===== src/rtl/ddr2_sched_pkg.sv =====
package ddr2_sched_pkg;

    typedef enum logic [1:0] {
        CMD_NOP  = 2'b00,
        CMD_ACT  = 2'b01,
        CMD_READ = 2'b10,
        CMD_PRE  = 2'b11
    } ddr_cmd_e;

    // bits needed to hold values 0..v
    function automatic int span_w(input int v);
        return (v < 2) ? 1 : $clog2(v + 1);
    endfunction

    function automatic int max_i(input int a, input int b);
        return (a > b) ? a : b;
    endfunction

endpackage


===== src/rtl/ddr2_gap_timer.sv =====
module ddr2_gap_timer
    import ddr2_sched_pkg::*;
#(
    parameter int GAP = 2
) (
    input  logic clk,
    input  logic rst,
    input  logic start_i,
    output logic ok_o
);
    localparam int CW = span_w(GAP);

    logic [CW-1:0] cnt_q;

    always_ff @(posedge clk) begin
        if (rst) begin
            cnt_q <= '0;
        end else if (start_i) begin
            cnt_q <= CW'(GAP - 1);
        end else if (cnt_q != '0) begin
            cnt_q <= cnt_q - 1'b1;
        end
    end

    assign ok_o = (cnt_q == '0);

    // independent elapsed-cycle count, saturating at GAP
    logic [CW-1:0] age_q;
    always_ff @(posedge clk) begin
        if (rst) begin
            age_q <= CW'(GAP);
        end else if (start_i) begin
            age_q <= CW'(1);
        end else if (age_q != CW'(GAP)) begin
            age_q <= age_q + 1'b1;
        end
    end

    // the gap reports open only once GAP cycles have passed
    a_r2_gap_elapsed: assert property (@(posedge clk) disable iff (rst)
        ok_o |-> (age_q == CW'(GAP)));
    a_r3_start_only_when_open: assert property (@(posedge clk) disable iff (rst)
        start_i |-> ok_o);

endmodule


===== src/rtl/ddr2_req_fifo.sv =====
module ddr2_req_fifo #(
    parameter int W     = 27,
    parameter int DEPTH = 4
) (
    input  logic                          clk,
    input  logic                          rst,
    input  logic                          push_i,
    input  logic [W-1:0]                  push_data_i,
    input  logic                          pop_i,
    output logic [W-1:0]                  head_o,
    output logic [W-1:0]                  next_o,
    output logic [$clog2(DEPTH+1)-1:0]    cnt_o
);
    localparam int PW = (DEPTH < 2) ? 1 : $clog2(DEPTH);
    localparam int CW = $clog2(DEPTH + 1);

    logic [W-1:0]  mem [DEPTH];
    logic [PW-1:0] rd_q, wr_q;
    logic [CW-1:0] cnt_q;

    always_ff @(posedge clk) begin
        if (push_i) mem[wr_q] <= push_data_i;
    end

    always_ff @(posedge clk) begin
        if (rst) begin
            rd_q  <= '0;
            wr_q  <= '0;
            cnt_q <= '0;
        end else begin
            if (push_i) wr_q <= wr_q + 1'b1;
            if (pop_i)  rd_q <= rd_q + 1'b1;
            cnt_q <= cnt_q + CW'(push_i) - CW'(pop_i);
        end
    end

    assign head_o = mem[rd_q];
    assign next_o = mem[PW'(rd_q + 1'b1)];
    assign cnt_o  = cnt_q;

    a_r9_no_overflow: assert property (@(posedge clk) disable iff (rst)
        push_i |-> (cnt_q < CW'(DEPTH)));
    a_r8_no_underflow: assert property (@(posedge clk) disable iff (rst)
        pop_i |-> (cnt_q != '0));

endmodule


===== src/rtl/ddr2_bank_track.sv =====
module ddr2_bank_track
    import ddr2_sched_pkg::*;
#(
    parameter int ROW_W = 14,
    parameter int TRCD  = 3,
    parameter int TRTP  = 2,
    parameter int TRP   = 3
) (
    input  logic             clk,
    input  logic             rst,
    input  logic             act_i,
    input  logic             rd_i,
    input  logic             pre_i,
    input  logic [ROW_W-1:0] row_i,
    output logic             open_o,
    output logic [ROW_W-1:0] row_o,
    output logic             rcd_ok_o,
    output logic             rtp_ok_o,
    output logic             rp_ok_o
);
    logic             open_q;
    logic [ROW_W-1:0] row_q;

    always_ff @(posedge clk) begin
        if (rst) begin
            open_q <= 1'b0;
            row_q  <= '0;
        end else if (act_i) begin
            open_q <= 1'b1;
            row_q  <= row_i;
        end else if (pre_i) begin
            open_q <= 1'b0;
        end
    end

    assign open_o = open_q;
    assign row_o  = row_q;

    ddr2_gap_timer #(.GAP(TRCD)) u_rcd (
        .clk(clk), .rst(rst), .start_i(act_i), .ok_o(rcd_ok_o));
    ddr2_gap_timer #(.GAP(TRTP)) u_rtp (
        .clk(clk), .rst(rst), .start_i(rd_i),  .ok_o(rtp_ok_o));
    ddr2_gap_timer #(.GAP(TRP))  u_rp  (
        .clk(clk), .rst(rst), .start_i(pre_i), .ok_o(rp_ok_o));

    a_r1_read_needs_open: assert property (@(posedge clk) disable iff (rst)
        rd_i |-> open_q);
    a_r5_act_needs_closed: assert property (@(posedge clk) disable iff (rst)
        act_i |-> !open_q);
    a_r5_pre_needs_open: assert property (@(posedge clk) disable iff (rst)
        pre_i |-> open_q);
    a_r6_one_cmd_per_bank: assert property (@(posedge clk) disable iff (rst)
        $countones({act_i, rd_i, pre_i}) <= 1);

endmodule


===== src/rtl/ddr2_rd_sched.sv =====
module ddr2_rd_sched
    import ddr2_sched_pkg::*;
#(
    parameter int BANK_W = 3,
    parameter int ROW_W  = 14,
    parameter int COL_W  = 10,
    parameter int DEPTH  = 4,     // power of two
    parameter int TRRD   = 2,
    parameter int TRCD   = 3,
    parameter int TRTP   = 2,
    parameter int TRP    = 3,
    parameter int BURST  = 4,
    parameter int CL     = 3,
    localparam int ADDR_W = max_i(ROW_W, COL_W)
) (
    input  logic              clk,
    input  logic              rst,
    input  logic              req_valid_i,
    output logic              req_ready_o,
    input  logic [BANK_W-1:0] req_bank_i,
    input  logic [ROW_W-1:0]  req_row_i,
    input  logic [COL_W-1:0]  req_col_i,
    output logic [1:0]        cmd_o,
    output logic [BANK_W-1:0] cmd_bank_o,
    output logic [ADDR_W-1:0] cmd_addr_o,
    output logic              data_due_o
);
    localparam int NBANK = 1 << BANK_W;
    localparam int CCD   = BURST / 2;
    localparam int CNT_W = $clog2(DEPTH + 1);

    typedef struct packed {
        logic [BANK_W-1:0] bank;
        logic [ROW_W-1:0]  row;
        logic [COL_W-1:0]  col;
    } rd_req_t;

    localparam int REQ_W = $bits(rd_req_t);

    // ---------------- request queue ----------------
    rd_req_t          in_e, head_e, nxt_e;
    logic [CNT_W-1:0] q_cnt;
    logic             push, pop;

    assign in_e        = '{bank: req_bank_i, row: req_row_i, col: req_col_i};
    assign req_ready_o = (q_cnt < CNT_W'(DEPTH));
    assign push        = req_valid_i && req_ready_o;

    ddr2_req_fifo #(.W(REQ_W), .DEPTH(DEPTH)) u_queue (
        .clk(clk), .rst(rst),
        .push_i(push), .push_data_i(in_e),
        .pop_i(pop),
        .head_o(head_e), .next_o(nxt_e), .cnt_o(q_cnt));

    logic nxt_col_unused;
    assign nxt_col_unused = ^nxt_e.col;

    // ---------------- per-bank state ----------------
    ddr_cmd_e          sel_cmd;
    logic [BANK_W-1:0] sel_bank;
    logic [ADDR_W-1:0] sel_addr;

    logic [NBANK-1:0]  bank_open, rcd_ok, rtp_ok, rp_ok;
    logic [ROW_W-1:0]  bank_row [NBANK];

    for (genvar b = 0; b < NBANK; b++) begin : g_bank
        logic hit_b;
        assign hit_b = (sel_bank == BANK_W'(b));
        ddr2_bank_track #(.ROW_W(ROW_W), .TRCD(TRCD), .TRTP(TRTP), .TRP(TRP)) u_bank (
            .clk     (clk),
            .rst     (rst),
            .act_i   (hit_b && sel_cmd == CMD_ACT),
            .rd_i    (hit_b && sel_cmd == CMD_READ),
            .pre_i   (hit_b && sel_cmd == CMD_PRE),
            .row_i   (sel_addr[ROW_W-1:0]),
            .open_o  (bank_open[b]),
            .row_o   (bank_row[b]),
            .rcd_ok_o(rcd_ok[b]),
            .rtp_ok_o(rtp_ok[b]),
            .rp_ok_o (rp_ok[b]));
    end

    // ---------------- bus-wide gaps ----------------
    logic rrd_ok, ccd_ok;

    ddr2_gap_timer #(.GAP(TRRD)) u_rrd (
        .clk(clk), .rst(rst), .start_i(sel_cmd == CMD_ACT),  .ok_o(rrd_ok));
    ddr2_gap_timer #(.GAP(CCD))  u_ccd (
        .clk(clk), .rst(rst), .start_i(sel_cmd == CMD_READ), .ok_o(ccd_ok));

    // ---------------- command choice ----------------
    logic [BANK_W-1:0] hb, nb;
    assign hb = head_e.bank;
    assign nb = nxt_e.bank;

    always_comb begin
        sel_cmd  = CMD_NOP;
        sel_bank = '0;
        sel_addr = '0;
        pop      = 1'b0;
        if (q_cnt != '0) begin
            if (bank_open[hb] && bank_row[hb] == head_e.row) begin
                if (rcd_ok[hb] && ccd_ok) begin
                    sel_cmd  = CMD_READ;
                    sel_bank = hb;
                    sel_addr = ADDR_W'(head_e.col);
                    pop      = 1'b1;
                end
            end else if (bank_open[hb]) begin
                if (rtp_ok[hb]) begin
                    sel_cmd  = CMD_PRE;
                    sel_bank = hb;
                end
            end else if (rp_ok[hb] && rrd_ok) begin
                sel_cmd  = CMD_ACT;
                sel_bank = hb;
                sel_addr = ADDR_W'(head_e.row);
            end
        end
        // early activate for the second request
        if (sel_cmd == CMD_NOP && q_cnt > CNT_W'(1) && nb != hb &&
            !bank_open[nb] && rp_ok[nb] && rrd_ok) begin
            sel_cmd  = CMD_ACT;
            sel_bank = nb;
            sel_addr = ADDR_W'(nxt_e.row);
        end
    end

    // ---------------- registered command bus ----------------
    ddr_cmd_e          cmd_q;
    logic [BANK_W-1:0] bank_q;
    logic [ADDR_W-1:0] addr_q;
    logic [CL-1:0]     due_sh;

    always_ff @(posedge clk) begin
        if (rst) begin
            cmd_q  <= CMD_NOP;
            bank_q <= '0;
            addr_q <= '0;
            due_sh <= '0;
        end else begin
            cmd_q     <= sel_cmd;
            bank_q    <= sel_bank;
            addr_q    <= sel_addr;
            due_sh[0] <= (cmd_q == CMD_READ);
            for (int i = 1; i < CL; i++) due_sh[i] <= due_sh[i-1];
        end
    end

    assign cmd_o      = cmd_q;
    assign cmd_bank_o = bank_q;
    assign cmd_addr_o = addr_q;
    assign data_due_o = due_sh[CL-1];

    a_r6_nop_quiet: assert property (@(posedge clk) disable iff (rst)
        (cmd_q == CMD_NOP) |-> (bank_q == '0 && addr_q == '0));
    a_r6_pre_no_addr: assert property (@(posedge clk) disable iff (rst)
        (cmd_q == CMD_PRE) |-> (addr_q == '0));

    if (TRRD >= 2) begin : g_rrd_chk
        a_r3_act_gap: assert property (@(posedge clk) disable iff (rst)
            (cmd_q == CMD_ACT) |=> (cmd_q != CMD_ACT));
    end
    if (CCD >= 2) begin : g_ccd_chk
        a_r4_read_gap: assert property (@(posedge clk) disable iff (rst)
            (cmd_q == CMD_READ) |=> (cmd_q != CMD_READ));
    end

endmodule


===== config.mk =====
export PLATFORM = sky130hd
export DESIGN_NAME = ddr2_rd_sched
export DESIGN_NICKNAME = d
export VERILOG_FILES = /design/src/rtl/ddr2_sched_pkg.sv /design/src/rtl/ddr2_gap_timer.sv /design/src/rtl/ddr2_req_fifo.sv /design/src/rtl/ddr2_bank_track.sv /design/src/rtl/ddr2_rd_sched.sv
export SDC_FILE = /design/constraint.sdc
export NUM_CORES = 1
export LEC_CHECK = 0
export BUFFER_PORTS_ARGS = -buffer_cell sky130_fd_sc_hd__buf_4
export CORE_MARGIN = 3
export CORE_UTILIZATION = 40
export DETAILED_ROUTE_END_ITERATION = 8
export GPL_TIMING_DRIVEN = 1
export PLACE_DENSITY_LB_ADDON = 0.25
export SKIP_LAST_GASP = 1
export SLEW_MARGIN = 20
export SYNTH_ARGS = -nofsm -noshare
export SYNTH_HDL_FRONTEND = slang
export SYNTH_SLANG_ARGS = --single-unit

===== constraint.sdc =====
create_clock -name clk -period 6.2 [get_ports clk]
set_input_delay 0.31 -clock clk [delete_from_list [all_inputs] [get_ports clk]]
set_output_delay 0.31 -clock clk [all_outputs]
set_load 0.02 [all_outputs]

### Yosys cells after proc, flatten, opt, wreduce, memory -nomap -nowiden

Memory sizes are Yosys's and may differ from the RTL's. A register that Yosys moved wholly into a read port is not among the register bits.
Cells that the tools add are included.

* add/subtract/negate cells: 30
* $lt $le $gt $ge: 5
* equal/unequal tests: 13
* muxes and demuxes: 110
* bitwise operators: 1
* reductions and logical operators: 149

Operators with widths (number)
* $reduce_bool 2->1: 60
* $mux 14: 7
* $mux 2: 40
* $logic_not 2->1: 27
* $reduce_or 2->1: 26
* $sub 2x1->2 const B: 26
* $mux 1: 48
* $bmux 14 s3: 1
* $logic_and 1x1->1: 33
* $mux 3: 7
* $bmux 1 s3: 6
* $eq 14x14->1: 1
* $eq 3x3->1 const B: 4
* $mux 10: 1
* $lt 3x4->1 const B: 2
* $eq 2x2->1 const B: 3
* $eq 3x2->1 const B: 2
* $add 2x1->2 const B: 2
* $ge 4x4->1 const B: 1
* $not 3->4: 1
* $add 3x1->3: 1
* $eq 3x1->1 const B: 1
* $gt 3x1->1 const B: 1
* $logic_not 3->1: 1
* other kinds (6): 6

* bits in registers: 201
* bits in writable memories: 108
* bits of input ports: 30
* output and inout bits: 21
* logic and storage cells: 384
* memories: 1

Memory list
* u_queue.mem: words 4, width 27, rd ports 2, clocked after Yosys merged registers in 1, wr ports 1, RTL line ddr2_req_fifo.sv:17 `logic [W-1:0] mem [DEPTH];`

### Longest topological paths before layout

Gate-level depths: netlist of the first run.

* depth in word-level cells: 19
* gate-level depth with buffers: 19
* depth with buffers taken out: 16

### Modules after synthesis

A second synthesis of the first run with hierarchy kept.

* cell total of the unflattened synthesis: 1136
* area, all modules: 14506.4 µm²

By module, submodules not included
* ddr2_req_fifo: times used 1, cells an instance 214, area an instance 5016.1 µm², sequential area each 3423.3 µm²
* ddr2_bank_track: times used 8, cells an instance 49, area an instance 544.3 µm², sequential area each 300.3 µm²
* ddr2_rd_sched: times used 1, cells an instance 324, area an instance 2941.6 µm², sequential area each 440.4 µm²
* ddr2_gap_timer at g_bank[0].u_bank.u_rtp ...: times used 10, cells an instance 11, area an instance 111.4 µm², sequential area each 40.0 µm²
* ddr2_gap_timer at g_bank[0].u_bank.u_rcd ...: times used 16, cells an instance 6, area an instance 67.6 µm², sequential area each 40.0 µm²

### Worst setup path before layout of the first run

OpenSTA, ideal clock, no wires.

* path kind: register to register
* from: register (tool-made name)
* to: register g_bank[4].u_bank.row_q[6]
* setup time: 0.142 ns
* arrival: 3.785 ns
* required time: 6.058 ns
* slack: 2.273 ns
* stages on the path, launching flop included: 15
* buffers on the path: 3
* period minus slack after synthesis: 3.927 ns
* path through: dfxtp_1 -> buf_6 -> mux4_2 -> buf_6 -> clkinv_2 -> mux4_2 -> xor2_1 -> nand3_1 -> nor4_4 -> a311oi_4 -> or4_4 -> a21boi_4 -> nand2_4 -> buf_6 -> mux2i_1

RTL lines
* end signal: assignment: RTL line ddr2_bank_track.sv:30 `row_q <= row_i;`
* end: declaration: RTL line ddr2_bank_track.sv:22 `logic [ROW_W-1:0] row_q;`

==> results.md, run 1 <==
- Share of cells above drive strength 1: 0.156
- LEAKAGE: about 0.0063 uW
- Placed cell count: approximately 1600
- Global route total overflow: 0
- Clock group share of total power: 0.340
- Storage element area: approximately 7300 um^2
- Critical Path End Type: register
- Synth Cell Area: roughly 14000 um^2
- Syn Inst Count: roughly 1200
- CP Max Fanout: 28
- N_diodes: 0
- Hold WC Path Type: input port to register
- R2R cell count: 12
- Peak VDD IR: ~0.24 mV
- I/O pin count: 51
- Combinational Power Share: 0.244
- Residual DRC: 0
- Fillers: ~3100
- First-pass GRT wire length: about 51000 um
- Drt via density: about 5.3
- CP Launch Type: register
- Critical path data required time: approximately 6600 ps
- Hold Crit Endpoint: g_bank[5].u_bank.u_rcd.cnt_q[0]
- Slowest cell delay on critical path: 1000 ps
- Most common cell after layout, fill and taps aside: dfxtp_1
- DR pass1 iterations: 6
- Period utilisation layout: 0.914
- Met2 WL: 14600 um
- Final Worst Setup Slack: between 500 and 600 ps
- Critical Path, Cell by Cell: mux4_4, buf_4, mux2i_1, o22ai_1, o21a_1, o22ai_1, nor4_4, a311oi_4, nor3b_2, and3_1, a21oi_1, mux2i_1
- Cts bufs inserted: 35
- 1st-iter DRT viols: about 530
- Setup Crit Path Kind: register to register
- Final hold violations: 0
- CP Buf/Inv Count: 1
- Die area: 36900 um^2
- Post-CTS Setup Bufs: 0
- Final Power: ~6000 uW
- Placement row count: 67
- Worst Max-Slew Pin Slew: between 900 and 1000 ps
- Core area: 33800 um^2
- Status: complete, no violations
- Post-DP HPWL: between 20000 and 25000 um
- Vias in the first global route: between 9000 and 10000
- Reg2reg end: g_bank[3].u_bank.row_o[7]
- Uppermost layer routed: met4
- Post-route insts no fill: 1708
- WL final: around 32000 um
- RSZ-0062 raised after global routing: false
- H-tree depth: 2
- R2r setup slk: around 530 ps
- Library cells used by synthesis: 74
- PwrDens: 367 nW/um^2
- Clk root buf: clkbuf_16
- Family with the most delay on the worst path: simple AND/OR/NAND/NOR gates
- Maxcap violations: 0
- Clock skew: 24.6 ps
- Fmax: 0.176 GHz
- Slew headroom: 0.384
- Post-Route M1 WL: about 15000 um
- Seq/Total Area, Yosys: 0.528
- Syn Nets: roughly 1200
- Port buffer count: 50
- Flop pwr share: 0.417
- Chip height: roughly 190 um
- Async SR Flop Fraction: 0
- Final slew viol count: 0
- Flops & latches, synth: between 300 and 400
- CTS tree: done
- Wirelength per Cell: around 19 um
- Multi-input logic area: about 6000 um^2
- Worst hold stages: 2
- Dpl ws: between 500 and 600 ps
- Detail Route Antenna Nets: 0
- Post-synth EDFFs: 108
- WP data arrival: a little over 6000 ps
- Die W: 192 um
- Met3 wire length: 1260 um
- Vias: roughly 9000
- Internal power: just over 4000 uW
- Sw frac: 0.298
- Max Root-Sink Buffers: 3
- Psw: around 1700 uW
- Syn_area_per_cell: 11.8 um^2
- Final nets: about 1300
- Initial antenna violation count: 0
- Hold_sp: rst
- Area Growth Syn to Fin: 15.0%
- Later-pin clock latency in the skew report: 520 ps
- GP Congestion: between 0.7 and 0.8
- Largest net degree at the start of global routing: 84
- Final setup violation count: 0
- Top_reg_cell synth: dfxtp_1
- Number of warnings issued by yosys: 0
- CP max-delay cell: mux4_4
- Min Tclk post-route: 5670 ps
- Clock sink total: 311
- Post-CTS sizing: 0
- Most frequent cells in the layout: 203 x dfxtp_1, 167 x mux2i_1, 152 x nand2_1
- GRT Total Usage: 0.176
- Setup TNS: 0 ps
- Clock transition at the registers of the reported paths: 60 ps
- Starting Density: 0.410
-- cell type report --
type	instances	area share
multi-input cells	745	0.375
repair buffers	95	0.0491
well taps	448	0.0352
clock buffers	54	0.0653
flip-flops and latches	311	0.459
clock inverters	10	0.00535
inverters	45	0.0108
-- through the flow --
| stage | util | hold WS [ps] | cell area [um^2] |
|---|---|---|---|
| 2_1_floorplan | - | 409 | 13800 |
| 4_1_cts | 0.471 | 110 | 15900 |
| 6_report | 0.471 | 138 | 15900 |
| 3_3_place_gp | 0.430 | 409 | 14500 |
| 5_1_grt | 0.471 | 137 | 15900 |
| 3_5_place_dp | 0.430 | 416 | 14500 |
-- cell usage after synthesis, types with 3 or more instances --
cell type | n | area, um^2
xor2_1 | 10 | 87.6
a21o_1 | 5 | 37.5
and2_1 | 21 | 131
ha_1 | 18 | 225
nand2_4 | 4 | 45.0
buf_2 | 12 | 60.1
edfxtp_1 | 108 | 3240
xnor2_1 | 12 | 105
o22ai_1 | 21 | 131
o21ai_0 | 4 | 20.0
o21a_1 | 14 | 105
or2_1 | 3 | 18.8
nand3_1 | 12 | 60.1
and4_1 | 3 | 26.3
nor2b_1 | 13 | 81.3
mux2i_1 | 167 | 1670
o22a_1 | 4 | 35.0
nor4b_1 | 9 | 78.8
and3_1 | 14 | 87.6
buf_6 | 13 | 146
a211oi_1 | 6 | 45.0
o21ai_1 | 3 | 15.0
nor2_1 | 56 | 210
nor4_1 | 5 | 31.3
mux2_1 | 4 | 45.0
nor3_1 | 26 | 130
dfxtp_1 | 203 | 4060
buf_4 | 5 | 37.5
clkbuf_1 | 39 | 146
a21oi_1 | 49 | 245
nand2_1 | 152 | 571
mux4_2 | 49 | 1100
a22oi_1 | 12 | 90.1
nand2b_1 | 5 | 31.3
inv_1 | 43 | 161
-- how the worst max path moves through the flow --
stage                         from                        end  slack, ps  depth (start not counted)
after detailed placement  register  g_bank[7].u_bank.row_o[7]        560                         13
after global placement    register  g_bank[7].u_bank.row_o[6]        600                         13
after CTS                 register  g_bank[7].u_bank.row_o[7]        520                         13
after floorplan           register  g_bank[4].u_bank.row_o[6]       2270                         14
final                     register  g_bank[3].u_bank.row_o[7]        530                         12
after global routing      register  g_bank[3].u_bank.row_o[7]        170                         12
-- state kept, by name, summed over array words and instances, names as in the netlist, 8 cells and up, named ones only --
signal,cells
cmd_addr_o,14
g_bank.u_bank.open_o,8
g_bank.u_bank.row_o,112
g_bank.u_bank.u_rcd.cnt_q,16
g_bank.u_bank.u_rp.cnt_q,16
g_bank.u_bank.u_rtp.cnt_q,16
u_queue.mem,108
-- per-layer routing --
layer,GRT usage,vias up
met5,0,-
met4,0.0429,0
met3,0.0270,45
met2,0.278,173
met1,0.255,4414
li1,-,4343
-- power groups by stage --
stage	registers, uW	logic (uW)	clock network [uW]
6_report	2440	1420	1990
5_1_grt	2460	1550	2130
3_5_place_dp	2480	1410	0
2_1_floorplan	2490	1000	0
4_1_cts	2440	1430	2050
3_3_place_gp	2470	1390	0
-- cells by family after synthesis --
group | synth area share
and+or+nand+nor | 0.123
DFF | 0.528
muxes | 0.205
AOI/OAI and AO/OA | 0.0707
buffers and inverters | 0.0414
xor gates and xnor gates | 0.0139
adders and majority gates | 0.0177
-- repair_timing --
item	4_1_cts	5_1_grt
endpoints found under the setup margin	0	0
hold endpoints to repair	108	0
hold buffers	27	0
(Power assumes the default switching activity.)
==> run 2, diff against run 1 <==
--- a/config.mk
+++ b/config.mk
@@ -9,3 +9,3 @@
 export CORE_MARGIN = 3
-export CORE_UTILIZATION = 40
+export CORE_UTILIZATION = 45
 export DETAILED_ROUTE_END_ITERATION = 8
==> constraint.sdc (replaced) <==
create_clock -name clk -period 6.2 [get_ports clk]
set_input_delay 1.24 -clock clk [delete_from_list [all_inputs] [get_ports clk]]
set_output_delay 1.24 -clock clk [all_outputs]
set_load 0.02 [all_outputs]
==> results.md, run 2 (same netlist as run 1, synthesis figures left out) <==
- Maxcap violations: 0 (unchanged)
- Most common cell after layout, fill and taps aside: dfxtp_1 (unchanged)
- Residual DRC: 0 (unchanged)
- Max FFs per register: 112 (unchanged)
- Post-Route M1 WL: 14800 um (was 15400 um)
- Critical Path End Type: register (unchanged)
- Clock skew: 16.0 ps (was 24.6 ps)
- 1st-iter DRT viols: 674 (was 529)
- Post-CTS Setup Bufs: 0 (unchanged)
- Internal power: 4010 uW (was 4100 uW)
- Vias in the first global route: 8970 (was 9132)
- Area Growth Syn to Fin: 12.0% (was 15.0%)
- Post-layout util: 0.517 (was 0.471)
- Met3 wire length: 1750 um (was 1260 um)
- Die W: 181 um (was 192 um)
- Port buffer count: 50 (unchanged)
- WL final: 31100 um (was 31900 um)
- Max Root-Sink Buffers: 3 (unchanged)
- Met2 WL: 14100 um (was 14600 um)
- PwrDens: 373 nW/um^2 (was 367 nW/um^2)
- Post-placement cell area: 14400 um^2 (was 14500 um^2)
- Later-pin clock latency in the skew report: 520 ps (about the same)
- GRT Total Usage: 0.188 (was 0.176)
- H-tree depth: 2 (unchanged)
- Final setup violation count: 0 (unchanged)
- Placement row count: 63 (was 67)
- Vias: 9038 (was 8975)
- Setup TNS: 0 ps (unchanged)
- WP data arrival: 5970 ps (was 6090 ps)
- Clk root buf: clkbuf_16 (unchanged)
- Most frequent cells in the layout: 203 x dfxtp_1, 167 x mux2i_1, 152 x nand2_1 (unchanged)
- Clock sink total: 311 (unchanged)
- RSZ-0062 raised after global routing: false (unchanged)
- Peak VDD IR: 0.295 mV (was 0.243 mV)
- N_diodes: 0 (unchanged)
- Clock transition at the registers of the reported paths: 60 ps (about the same)
- Critical path data required time: 6600 ps (was 6620 ps)
- Hold-fix buffers, CTS: 0 (was 27)
- Combinational Power Share: 0.245 (was 0.244)
- Setup Crit Path Kind: register to register (unchanged)
- Flop pwr share: 0.422 (was 0.417)
- Final nets: 1250 (was 1282)
- Share of cells above drive strength 1: 0.156 (about the same)
- I/O pin count: 51 (unchanged)
- Global route total overflow: 0 (unchanged)
- Final slew viol count: 0 (unchanged)
- Status: complete, no violations (unchanged)
- Post-DP HPWL: 20300 um (was 20800 um)
- Hold WC Path Type: register to register (was input port to register)
- Die area: 32900 um^2 (was 36900 um^2)
- Core area: 30000 um^2 (was 33800 um^2)
- CP Launch Type: register (unchanged)
- Cts bufs inserted: 34 (was 35)
- Sw frac: 0.306 (was 0.298)
- LEAKAGE: 0.00611 uW (was 0.00628 uW)
- Wirelength per Cell: 19.3 um (was 18.7 um)
- GP Congestion: 0.825 (was 0.797)
- Worst hold stages: 1 (was 2)
- Drt via density: 5.59 (was 5.25)
- Largest net degree at the start of global routing: 101 (was 84)
- Period utilisation layout: 0.897 (was 0.914)
- DR pass1 iterations: 5 (was 6)
- Final hold violations: 0 (unchanged)
- Min Tclk post-route: 5560 ps (was 5670 ps)
- Starting Density: 0.462 (was 0.410)
- First-pass GRT wire length: 49800 um (was 51200 um)
- R2R cell count: 13 (was 12)
- Initial antenna violation count: 0 (unchanged)
- Uppermost layer routed: met4 (unchanged)
- CTS tree: done (unchanged)
- Fin area: 15500 um^2 (was 15900 um^2)
- Slew headroom: 0.276 (was 0.384)
- Clock group share of total power: 0.333 (was 0.340)
- CP Max Fanout: 22 (was 28)
- Fmax: 0.180 GHz (was 0.176 GHz)
- Chip height: 181 um (was 192 um)
- Detail Route Antenna Nets: 0 (unchanged)
- Post-CTS sizing: 0 (unchanged)
- Psw: 1770 uW (was 1740 uW)
- Worst Max-Slew Pin Slew: 1090 ps (was 919 ps)
==> run 2: worst max-delay path, cell delays in order (launching register included) <==
cell       delay [ps]
dfxtp_1           500
buf_4             410
mux4_2            790
or2_1             480
o22ai_1           380
nor3_2             60
o22ai_1           460
nor4_4            140
a311oi_4          480
nor3b_2           100
buf_4             220
a2bb2oi_1         470
nand2_2           570
and3_1            360
==> run 2: per-stage QoR <==
step                      setup WS [ps]  instances  total power, uW  hold WS (ps)
final                               638       1617             5780           424
after detailed placement            727       1555             3900           417
after floorplan                    2270       1173             3500           414
after global placement              815       1555             3870           406
after CTS                           730       1617             5830           428
after global routing                289       1617             6060           433
==> run 2: final cells by class <==
type,instances,area (um^2)
sequential,311,7310
clock buffer,49,957
inverter,45,171
tap,390,488
clock inverter,13,113
timing repair buffer,64,493
fill,2624,14500
multi-input combinational,745,5970
==> run 2: worst paths after layout <==
check	slack, ps	end	start
worst max-delay path	640	g_bank[2].u_bank.u_rcd.cnt_q[0]	register
worst min-delay path	420	due_sh[0]	cmd_o[0]
worst max register to register	640	g_bank[2].u_bank.u_rcd.cnt_q[0]	register
worst min register to register	420	due_sh[0]	cmd_o[0]
==> run 2: layer usage <==
| metal | track usage | vias up |
|---|---|---|
| met2 | 0.296 | 257 |
| met1 | 0.272 | 4459 |
| met4 | 0.0417 | 0 |
| met3 | 0.0336 | 46 |
| li1 | - | 4276 |
| met5 | 0 | - |
==> run 2: power groups by stage <==
stage / Combinational, uW / Clock [uW] / Sequential [uW]
finish: 1420 / 1920 / 2440
global route: 1530 / 2060 / 2460
CTS: 1420 / 1970 / 2440
detailed placement: 1410 / 0 / 2480
global placement: 1400 / 0 / 2470
floorplan: 1000 / 0 / 2490
